`src/rtl/chop_pkg.sv`:
```
package chop_pkg;
  // Default widths of the configuration fields.
  localparam int unsigned DEF_PRESC_W = 4;
  localparam int unsigned DEF_DUTY_W  = 3;
  localparam int unsigned DEF_FIRST_W = 4;
  localparam int unsigned DEF_NUM_CH  = 2;

  // Channel index names.
  typedef enum int unsigned {
    CH_A = 0,
    CH_B = 1
  } chop_ch_e;
endpackage

```
`src/rtl/chop_phase.sv`:
```
// Per-channel carrier timing: clock divider, carrier phase and first-pulse
// down-counter. A restart puts all three back to the start of a PWM pulse.
module chop_phase #(
  parameter int unsigned PRESC_W = 4,
  parameter int unsigned DUTY_W  = 3,
  parameter int unsigned FIRST_W = 4
) (
  input  logic               clk,
  input  logic               rst,
  input  logic               restart,
  input  logic               advance,
  input  logic [PRESC_W-1:0] presc,
  input  logic [FIRST_W-1:0] first_width,
  output logic [DUTY_W-1:0]  phase,
  output logic               first_active
);
  localparam logic [DUTY_W-1:0] LAST_PHASE = {DUTY_W{1'b1}};

  logic [PRESC_W-1:0] div_q;
  logic [DUTY_W-1:0]  ph_q;
  logic [FIRST_W-1:0] fp_q;
  logic               tick;

  assign tick = (div_q >= presc);

  always_ff @(posedge clk) begin
    if (rst) begin
      div_q <= '0;
      ph_q  <= '0;
      fp_q  <= '0;
    end else if (restart) begin
      div_q <= '0;
      ph_q  <= '0;
      fp_q  <= first_width;
    end else if (advance) begin
      if (tick) begin
        div_q <= '0;
        ph_q  <= ph_q + 1'b1;
        if (ph_q == LAST_PHASE && fp_q != '0)
          fp_q <= fp_q - 1'b1;
      end else begin
        div_q <= div_q + 1'b1;
      end
    end
  end

  assign phase        = ph_q;
  assign first_active = (fp_q != '0);

  // with a steady prescale, the divider never passes the step length
  assert_div_bound_R3: assert property (@(posedge clk) disable iff (rst)
    ($past(presc) == presc && $past(div_q) <= $past(presc)) |-> (div_q <= presc));

  // the phase moves by exactly one on each divider tick
  assert_phase_step_R3: assert property (@(posedge clk) disable iff (rst)
    ($past(advance) && !$past(restart) && $past(tick))
      |-> (ph_q == DUTY_W'($past(ph_q) + 1'b1)));

  // a restart loads the first-pulse count and clears the phase
  assert_restart_load_R7: assert property (@(posedge clk) disable iff (rst)
    $past(restart) |-> (fp_q == $past(first_width) && ph_q == '0 && div_q == '0));

  // without a restart the first-pulse count never grows
  assert_first_monotone_R5: assert property (@(posedge clk) disable iff (rst)
    !$past(restart) |-> (fp_q <= $past(fp_q)));
endmodule

```
`src/rtl/chop_channel.sv`:
```
// One chopper channel: input polarity, edge detection, carrier gating,
// bypass and output polarity, ending in a registered output.
module chop_channel #(
  parameter int unsigned PRESC_W = 4,
  parameter int unsigned DUTY_W  = 3,
  parameter int unsigned FIRST_W = 4
) (
  input  logic               clk,
  input  logic               rst,
  input  logic               pwm_raw,
  input  logic               en,
  input  logic               in_inv,
  input  logic               out_inv,
  input  logic [PRESC_W-1:0] presc,
  input  logic [DUTY_W-1:0]  duty,
  input  logic [FIRST_W-1:0] first_width,
  output logic               chop_o
);
  logic              lvl;
  logic              lvl_q;
  logic              rise;
  logic              advance;
  logic [DUTY_W-1:0] phase;
  logic              first_active;
  logic              carrier;
  logic              shaped;
  logic              out_q;

  assign lvl     = pwm_raw ^ in_inv;
  assign rise    = lvl & ~lvl_q;
  assign advance = lvl_q & ~rise;

  chop_phase #(
    .PRESC_W(PRESC_W),
    .DUTY_W (DUTY_W),
    .FIRST_W(FIRST_W)
  ) i_phase (
    .clk         (clk),
    .rst         (rst),
    .restart     (rise),
    .advance     (advance),
    .presc       (presc),
    .first_width (first_width),
    .phase       (phase),
    .first_active(first_active)
  );

  assign carrier = (phase < duty);
  assign shaped  = lvl_q & (first_active | carrier);

  always_ff @(posedge clk) begin
    if (rst) begin
      lvl_q <= 1'b0;
      out_q <= 1'b0;
    end else begin
      lvl_q <= lvl;
      out_q <= (en ? shaped : lvl_q) ^ out_inv;
    end
  end

  assign chop_o = out_q;

  // reset forces the output low on the following edge
  assert_reset_low_R1: assert property (@(posedge clk)
    rst |=> (out_q == 1'b0));

  // in bypass the output tracks the sampled level through the polarity bit
  assert_bypass_R2: assert property (@(posedge clk) disable iff (rst)
    !$past(en) |-> (out_q == ($past(lvl_q) ^ $past(out_inv))));

  // a low sampled level always gives an inactive output when chopping
  assert_fall_cut_R8: assert property (@(posedge clk) disable iff (rst)
    ($past(en) && !$past(lvl_q)) |-> (out_q == $past(out_inv)));

  // inside the first-pulse window a high level passes unchopped
  assert_first_pass_R5: assert property (@(posedge clk) disable iff (rst)
    ($past(en) && $past(lvl_q) && $past(first_active)) |-> (out_q == !$past(out_inv)));

  // zero duty blocks everything outside the first-pulse window
  assert_zero_duty_R4: assert property (@(posedge clk) disable iff (rst)
    ($past(en) && $past(duty) == '0 && !$past(first_active)) |-> (out_q == $past(out_inv)));
endmodule

```
`src/rtl/pwm_chopper.sv`:
```
// Carrier chopper for NUM_CH PWM channels that share one configuration.
module pwm_chopper
  import chop_pkg::*;
#(
  parameter int unsigned PRESC_W = DEF_PRESC_W,
  parameter int unsigned DUTY_W  = DEF_DUTY_W,
  parameter int unsigned FIRST_W = DEF_FIRST_W,
  parameter int unsigned NUM_CH  = DEF_NUM_CH
) (
  input  logic               clk,
  input  logic               rst,
  input  logic               cfg_enable,
  input  logic [PRESC_W-1:0] cfg_prescale,
  input  logic [DUTY_W-1:0]  cfg_duty,
  input  logic [FIRST_W-1:0] cfg_first_width,
  input  logic               cfg_in_invert,
  input  logic               cfg_out_invert,
  input  logic [NUM_CH-1:0]  pwm_in,
  output logic [NUM_CH-1:0]  chop_out
);
  // every channel gets its own timing state; only configuration is shared
  for (genvar ch = 0; ch < NUM_CH; ch++) begin : g_ch
    chop_channel #(
      .PRESC_W(PRESC_W),
      .DUTY_W (DUTY_W),
      .FIRST_W(FIRST_W)
    ) i_channel (
      .clk        (clk),
      .rst        (rst),
      .pwm_raw    (pwm_in[ch]),
      .en         (cfg_enable),
      .in_inv     (cfg_in_invert),
      .out_inv    (cfg_out_invert),
      .presc      (cfg_prescale),
      .duty       (cfg_duty),
      .first_width(cfg_first_width),
      .chop_o     (chop_out[ch])
    );
  end
endmodule

```
`config.mk`:
```
export PLATFORM = sky130hd
export DESIGN_NAME = pwm_chopper
export DESIGN_NICKNAME = d
export VERILOG_FILES = /design/src/rtl/chop_pkg.sv /design/src/rtl/chop_phase.sv /design/src/rtl/chop_channel.sv /design/src/rtl/pwm_chopper.sv
export SDC_FILE = /design/constraint.sdc
export NUM_CORES = 1
export LEC_CHECK = 0
export ABC_CLOCK_PERIOD_IN_PS = 5000
export BUFFER_PORTS_ARGS = -buffer_cell sky130_fd_sc_hd__buf_2
export CORE_ASPECT_RATIO = 0.9
export CORE_MARGIN = 5
export CORE_UTILIZATION = 30
export CTS_CLUSTER_SIZE = 25
export DETAILED_ROUTE_END_ITERATION = 8
export GPL_TIMING_DRIVEN = 0
export PLACE_DENSITY = 0.47
export SLEW_MARGIN = 20
export SYNTH_ARGS = -nofsm -noshare
export SYNTH_HDL_FRONTEND = slang
export SYNTH_HIERARCHICAL = 1
export SYNTH_SLANG_ARGS = --single-unit
```
`constraint.sdc`:
```
create_clock -name clk -period 5 [get_ports clk]
set_input_delay 1 -clock clk [delete_from_list [all_inputs] [get_ports clk]]
set_output_delay 1 -clock clk [all_outputs]
set_load 0.02 [all_outputs]
```
==> flow_summary.toml, run 1 <==
[synth]
yosys_warnings = 6
synth_area_per_cell_sq_um = 8.97
yosys.cell_types.count = 34
yosys_register_bits = 26
synth_edf_count = 0
synthXorXnorAreaFrac = 0.0411
yosys-top-cells-area = "dfxtp_1, ha_1, inv_1"
synth_top_cell_area_share = 0.305
syn_area_sq_mm = 0.00170
postSynth.asyncResetShare = 0
syn_nets = 228
synth_top_family_by_area = "simple AND/OR/NAND/NOR gates"
synth_adder_area_share = 0.147
synth_compound_area_frac = 0.138
seq_area_frac_synth = 0.305
synthFlopType = "dfxtp_1"
netlist_top_cells_count = "dfxtp_1, inv_1, ha_1, nor2_1"
yosys.area.top_type = "dfxtp_1"
synth_cells = 190
yosys.area_share.simple = 0.244
synth.area.mux_share = 0.0485

[cts]
cts_tree = "yes"
cts_htree_levels = 1
post-cts-setup-buffer-count = 0
ctsLongestPathBuffers = 2
path_clk_slew_ns = 0.09
cts_resized = 0
clock_latency_ns = 0.27
cts-root-buf = "clkbuf_8"
hold_buffers = 0
clock_sinks = 26
cts_buffers = 3

[final_layout]
final_cell_area_sq_mm = 0.00194
nets = 252
nFillCells = 622
area_growth_pct = 13.9
utilization = 0.347
drive_gt1_frac = 0.202
fin_cells = 283
antenna_cells = 0

[critical_path]
crit_chain = "buf_2 -> ha_1 -> nand2b_4 -> a2111o_1 -> nor3b_4 -> and4_4 -> a2111oi_2"
crit_buf_inv = 1
r2r-start = "g_ch[1].i_channel/i_phase/div_q[0]"
critPathKind = "primary input to register"
timing.rr.end = "g_ch[1].i_channel/i_phase/fp_q[3]"
end_kind = "register"
critical_path_arrival_ns = 2.62
startpoint_type = "primary input"
path_depth = 7
critical_path.max_fanout = 6
cp_slowest_cell = "a2111o_1"
required_ns = 5.17
rrSetupSlack_ns = 2.93
path_delay_family = "compound AO/OA/AOI/OAI gates"
slowest_delay_ns = 0.43
rr_worst_depth = 7

[drt]
firstDrtPassIters = 4
wl_per_cell_um = 11.6
vias = 1288
drt_iter0_markers = 63
antenna_left = 0
met2_length_mm = 1.50
drc = 0
vias_per_cell = 4.55
wl_mm = 3.28
route.met3.wl_um = 43
highest_layer = "met4"
m1WireLength_mm = 1.70

[power_and_ir_drop]
powerDensity_mw_per_mm2 = 236
leakagePower_nw = 0.886
ir_worst_vdd_mv = 0.108
power.total_w = 0.000458

[place]
gp_congestion = 0.731
postPlaceCellArea_sq_mm = 0.00189
port_buffers = 19
dp_cells = 279
hpwlAfterDp_mm = 2.64

[floorplanning]
rows = 26
dieWidth_um = 89.4
initial_core_util = 0.305
die_area_sq_mm = 0.00729
die_h_um = 81.5
core_area_sq_mm = 0.00560
pin_count = 20

[timing]
hold_viol_final = 0
min_period_ns = 2.45
tightest_slew_ns = 0.472
clock.fmax_mhz = 408
slew_headroom = 0.682
fin_tns_setup_ns = 0
finalMaxSlewViolations = 0
rsz0062_at_grt = "no"
finClkSkew_ns = 0.00237
setup_violations = 0
post-route-period-util = 0.490

[run]
drv_cap = 0

[grt]
grt_first_pass_wirelength_mm = 5.62
grt-ovfl-total = 0
grt_usage = 0.0988
grt_max_degree = 21
grt_pass1_vias = 1213
antenna_found_initial = 0

[worst_hold_path]
hold_end = "g_ch[0].i_channel/i_phase/div_q[0]"
hold_path_depth = 2
min-delay-start = "g_ch[0].i_channel/i_phase/div_q[0]"
hold_path.class = "register to register"

[outcome]
status = "finished, final reports clean"
logic make-up (layout without fill, tap and decap cells):
logic type | Yosys count | after routing
AND/OR/NAND/NOR | 64 | 64
buffers and inverters | 34 | 57
AO/OA/AOI/OAI | 30 | 30
flip-flops | 26 | 26
adder cells (fa/ha/maj) | 20 | 20
XOR/XNOR | 8 | 8
multiplexers | 8 | 8
worst reg2reg max path: stages (launching register included):
cell and delay, ns:
dfxtp_1 0.40, inv_1 0.08, ha_1 0.27, nand2b_4 0.13
a2111o_1 0.45, nor3b_4 0.20, and4_4 0.20, a2111oi_2 0.26
power breakdown:
| group | total (W) | internal [W] | switching [W] |
|---|---|---|---|
| sequential | 0.000226 | 0.000218 | 0.00000838 |
| clock | 0.000137 | 0.0000704 | 0.0000666 |
| combinational | 0.0000950 | 0.0000430 | 0.0000520 |
registers in the layout, indices dropped and copies added (netlist names):
signal,cells
g_ch.i_channel/i_phase/div_q,8
g_ch.i_channel/i_phase/fp_q,8
g_ch.i_channel/i_phase/phase,6
g_ch.i_channel/chop_o,2
g_ch.i_channel/lvl_q,2
cell type report:
type | instances | area [sq um] | area share
sequential | 26 | 520 | 0.268
timing repair buffer | 19 | 95.1 | 0.0490
multi-input combinational | 130 | 1050 | 0.543
inverter | 26 | 97.6 | 0.0503
buffer | 8 | 32.5 | 0.0168
tap | 70 | 87.6 | 0.0451
clock buffer | 4 | 55.1 | 0.0284
how the worst max path moves through the flow:
stage	slack, ns	start	to
4_1_cts	2.55	cfg_prescale[0]	g_ch[0].i_channel/i_phase/fp_q[3]
3_5_place_dp	2.24	cfg_prescale[0]	g_ch[0].i_channel/i_phase/fp_q[3]
3_3_place_gp	2.27	cfg_prescale[0]	g_ch[1].i_channel/i_phase/fp_q[3]
2_1_floorplan	2.48	cfg_prescale[0]	g_ch[0].i_channel/i_phase/fp_q[3]
6_report	2.55	cfg_prescale[0]	g_ch[0].i_channel/i_phase/fp_q[3]
5_1_grt	2.41	cfg_prescale[0]	g_ch[0].i_channel/i_phase/fp_q[3]
per-layer routing:
metal / track usage / vias to the layer above
met5: 0 / -
met2: 0.155 / 5
met4: 0.0313 / 0
li1: - / 710
met1: 0.138 / 571
met3: 0.0160 / 2
through the flow:
step | worst slack, ns | hold slack (ns)
4_1_cts | 2.55 | 0.524
6_report | 2.55 | 0.522
2_1_floorplan | 2.48 | 0.478
3_3_place_gp | 2.27 | 0.504
3_5_place_dp | 2.24 | 0.509
5_1_grt | 2.41 | 0.547
layout by cell type, fill, tap and decap left out, types with 4 or more instances in the layout:
cell,instances
a21oi_1,4
a31oi_1,4
nor3_1,6
nand3b_1,4
nor2_1,20
buf_2,21
o21ai_0,6
inv_1,26
nand2b_1,6
dfxtp_1,26
mux2i_1,6
clkbuf_8,4
a211oi_1,6
clkbuf_1,6
ha_1,20
xor2_1,4
a2111oi_2,4
nand3_1,4
xnor2_1,4
(Power assumes the default switching activity.)
==> inputs of run 2 (changes only) <==
--- a/config.mk
+++ b/config.mk
@@ -5,7 +5,7 @@
 export SDC_FILE = /design/constraint.sdc
 export NUM_CORES = 1
 export LEC_CHECK = 0
-export ABC_CLOCK_PERIOD_IN_PS = 5000
+export ABC_CLOCK_PERIOD_IN_PS = 2200
 export BUFFER_PORTS_ARGS = -buffer_cell sky130_fd_sc_hd__buf_2
 export CORE_ASPECT_RATIO = 0.9
 export CORE_MARGIN = 5
@@ -13,7 +13,7 @@
 export CTS_CLUSTER_SIZE = 25
 export DETAILED_ROUTE_END_ITERATION = 8
 export GPL_TIMING_DRIVEN = 0
-export PLACE_DENSITY = 0.47
+export PLACE_DENSITY = 0.48
 export SLEW_MARGIN = 20
 export SYNTH_ARGS = -nofsm -noshare
 export SYNTH_HDL_FRONTEND = slang
==> constraint.sdc (replaced) <==
create_clock -name clk -period 2.2 [get_ports clk]
set_input_delay 0.44 -clock clk [delete_from_list [all_inputs] [get_ports clk]]
set_output_delay 0.44 -clock clk [all_outputs]
set_load 0.02 [all_outputs]
==> run 2 against run 1 <==
Combinational power up 130%; via count unchanged; hold slack worse by 0.098 ns; non-clock buffer count unchanged; die area unchanged; utilization up 0.31 points; clock skew up 0.0061 ns; setup slack worse by 2.4 ns; largest cell class unchanged; count of clock-buffer cells in the layout down 1; critical path depth unchanged; global-route usage down 0.13 points; critical path type is now register to register; largest power group unchanged; critical endpoint unchanged; flip-flop and latch count unchanged.
==> flow_summary.toml, run 2 (same netlist as run 1, synthesis figures left out) <==
[power_and_ir_drop]
intPower_w = 0.000838
sw_frac_of_total = 0.261
leakagePower_nw = 0.894
p_switching_w = 0.000296
combPwrFrac = 0.190
powerDensity_mw_per_mm2 = 579
ir_worst_vdd_mv = 0.286
p_seq_frac = 0.455
clockPowerShare = 0.356

[place]
gp_congestion = 0.742
hpwlAfterDp_mm = 2.65
dp_cells = 279
port_buffers = 19

[grt]
grt_usage = 0.0974
grt-ovfl-total = 0
antenna_found_initial = 0
grt_max_degree = 21
grt_first_pass_wirelength_mm = 5.71
grt_pass1_vias = 1229

[timing]
finalMaxSlewViolations = 0
holdWs_ns = 0.424
min_period_ns = 2.06
slew_headroom = 0.696
rsz0062_at_grt = "no"
setup_violations = 0
hold_viol_final = 0
clock.fmax_mhz = 485
finClkSkew_ns = 0.00850
tightest_slew_ns = 0.451
post-route-period-util = 0.937

[run]
drv_cap = 0

[drt]
vias_per_cell = 4.55
wl_mm = 3.24
antenna_left = 0
drc = 0
wl_per_cell_um = 11.4
vias = 1288
drt_iter0_markers = 45
firstDrtPassIters = 4

[final_layout]
nets = 252
area_growth_pct = 15.0
fin_cells = 283
mostFrequentLayoutCells = "inv_1, dfxtp_1, buf_2"
antenna_cells = 0
utilization = 0.350
layout_commonest_cell = "inv_1"
drive_gt1_frac = 0.207

[outcome]
status = "finished, final reports clean"

[critical_path]
crit_start = "g_ch[0].i_channel/i_phase/div_q[0]"
critical_path.max_fanout = 6
rrSetupSlack_ns = 0.14
critPathKind = "register to register"
critical_path_arrival_ns = 2.23
required_ns = 2.37
timing.rr.end = "g_ch[0].i_channel/i_phase/fp_q[3]"
rr_worst_depth = 7
end_kind = "register"
endpoint = "g_ch[0].i_channel/i_phase/fp_q[3]"
r2r-start = "g_ch[0].i_channel/i_phase/div_q[0]"
startpoint_type = "register"

[cts]
cts_htree_levels = 1
cts_buffers = 3
ctsLongestPathBuffers = 2
cts_tree = "yes"
post-cts-setup-buffer-count = 0
hold_buffers = 0
clock_sinks = 26
path_clk_slew_ns = 0.10
cts-root-buf = "clkbuf_8"
clock_latency_ns = 0.28
cts_resized = 0

[floorplanning]
initial_core_util = 0.305
rows = 26
dieWidth_um = 89.4
core_area_sq_mm = 0.00560
die_area_sq_mm = 0.00729
die_h_um = 81.5
pin_count = 20

[worst_hold_path]
hold_path.class = "primary input to register"
hold_path_depth = 3
[run 2: cell types whose count changed in the layout (fill, tap and decap cells not counted)]
cell / previous run / this run
dfxtp_1: 26 / 25
bufinv_16: 0 / 1
dfxtp_2: 0 / 1
clkbuf_8: 4 / 3
[run 2: worst min path at each step]
stage | from | endpoint | slack, ns
2_1_floorplan | g_ch[0].i_channel/i_phase/div_q[1] | g_ch[0].i_channel/i_phase/div_q[1] | 0.48
3_3_place_gp | g_ch[0].i_channel/i_phase/div_q[0] | g_ch[0].i_channel/i_phase/div_q[0] | 0.50
3_5_place_dp | g_ch[0].i_channel/i_phase/div_q[0] | g_ch[0].i_channel/i_phase/div_q[0] | 0.51
4_1_cts | pwm_in[0] | g_ch[0].i_channel/lvl_q | 0.42
5_1_grt | cfg_first_width[2] | g_ch[0].i_channel/i_phase/fp_q[2] | 0.43
6_report | pwm_in[0] | g_ch[0].i_channel/lvl_q | 0.42
[run 2: per-layer routing]
layer  vias to the layer above  global-route usage  part of all wire
li1                        704                   -                 -
met5                         -                   0                 0
met1                       574               0.130              0.50
met3                         4              0.0261             0.020
met2                         6               0.159              0.47
met4                         0              0.0179            0.0099
[run 2: per-stage QoR]
| step | TNS (ns) | total power (W) | setup slack [ns] | instance area [sq um] |
|---|---|---|---|---|
| 2_1_floorplan | 0 | 0.000679 | 0.241 | 1700 |
| 3_3_place_gp | -0.0271 | 0.000745 | -0.0271 | 1890 |
| 3_5_place_dp | -0.0361 | 0.000745 | -0.0361 | 1890 |
| 4_1_cts | 0 | 0.00116 | 0.0684 | 1960 |
| 5_1_grt | 0 | 0.00121 | 0.0172 | 1960 |
| 6_report | 0 | 0.00113 | 0.138 | 1960 |
[run 2: cell type report]
type	instances	area [sq um]
fill	602	3640
multi-input combinational	130	1050
sequential	26	522
inverter	26	97.6
timing repair buffer	19	95.1
tap	70	87.6
clock buffer	3	41.3
buffer	8	32.5
clock inverter	1	30.0
[run 2: power by group through the flow]
| stage | Clock (W) | Sequential (W) | Combinational (W) |
|---|---|---|---|
| floorplan | 0 | 0.000526 | 0.000154 |
| global placement | 0 | 0.000526 | 0.000219 |
| detailed placement | 0 | 0.000526 | 0.000219 |
| CTS | 0.000422 | 0.000516 | 0.000219 |
| global route | 0.000440 | 0.000520 | 0.000247 |
| finish | 0.000403 | 0.000516 | 0.000215 |
[run 2: critical path, cell delays in order, from the launching register on]
cell	delay, ns
dfxtp_2	0.36
inv_1	0.06
ha_1	0.26
nand2b_4	0.13
a2111o_1	0.45
nor3b_4	0.21
and4_4	0.20
a2111oi_2	0.28
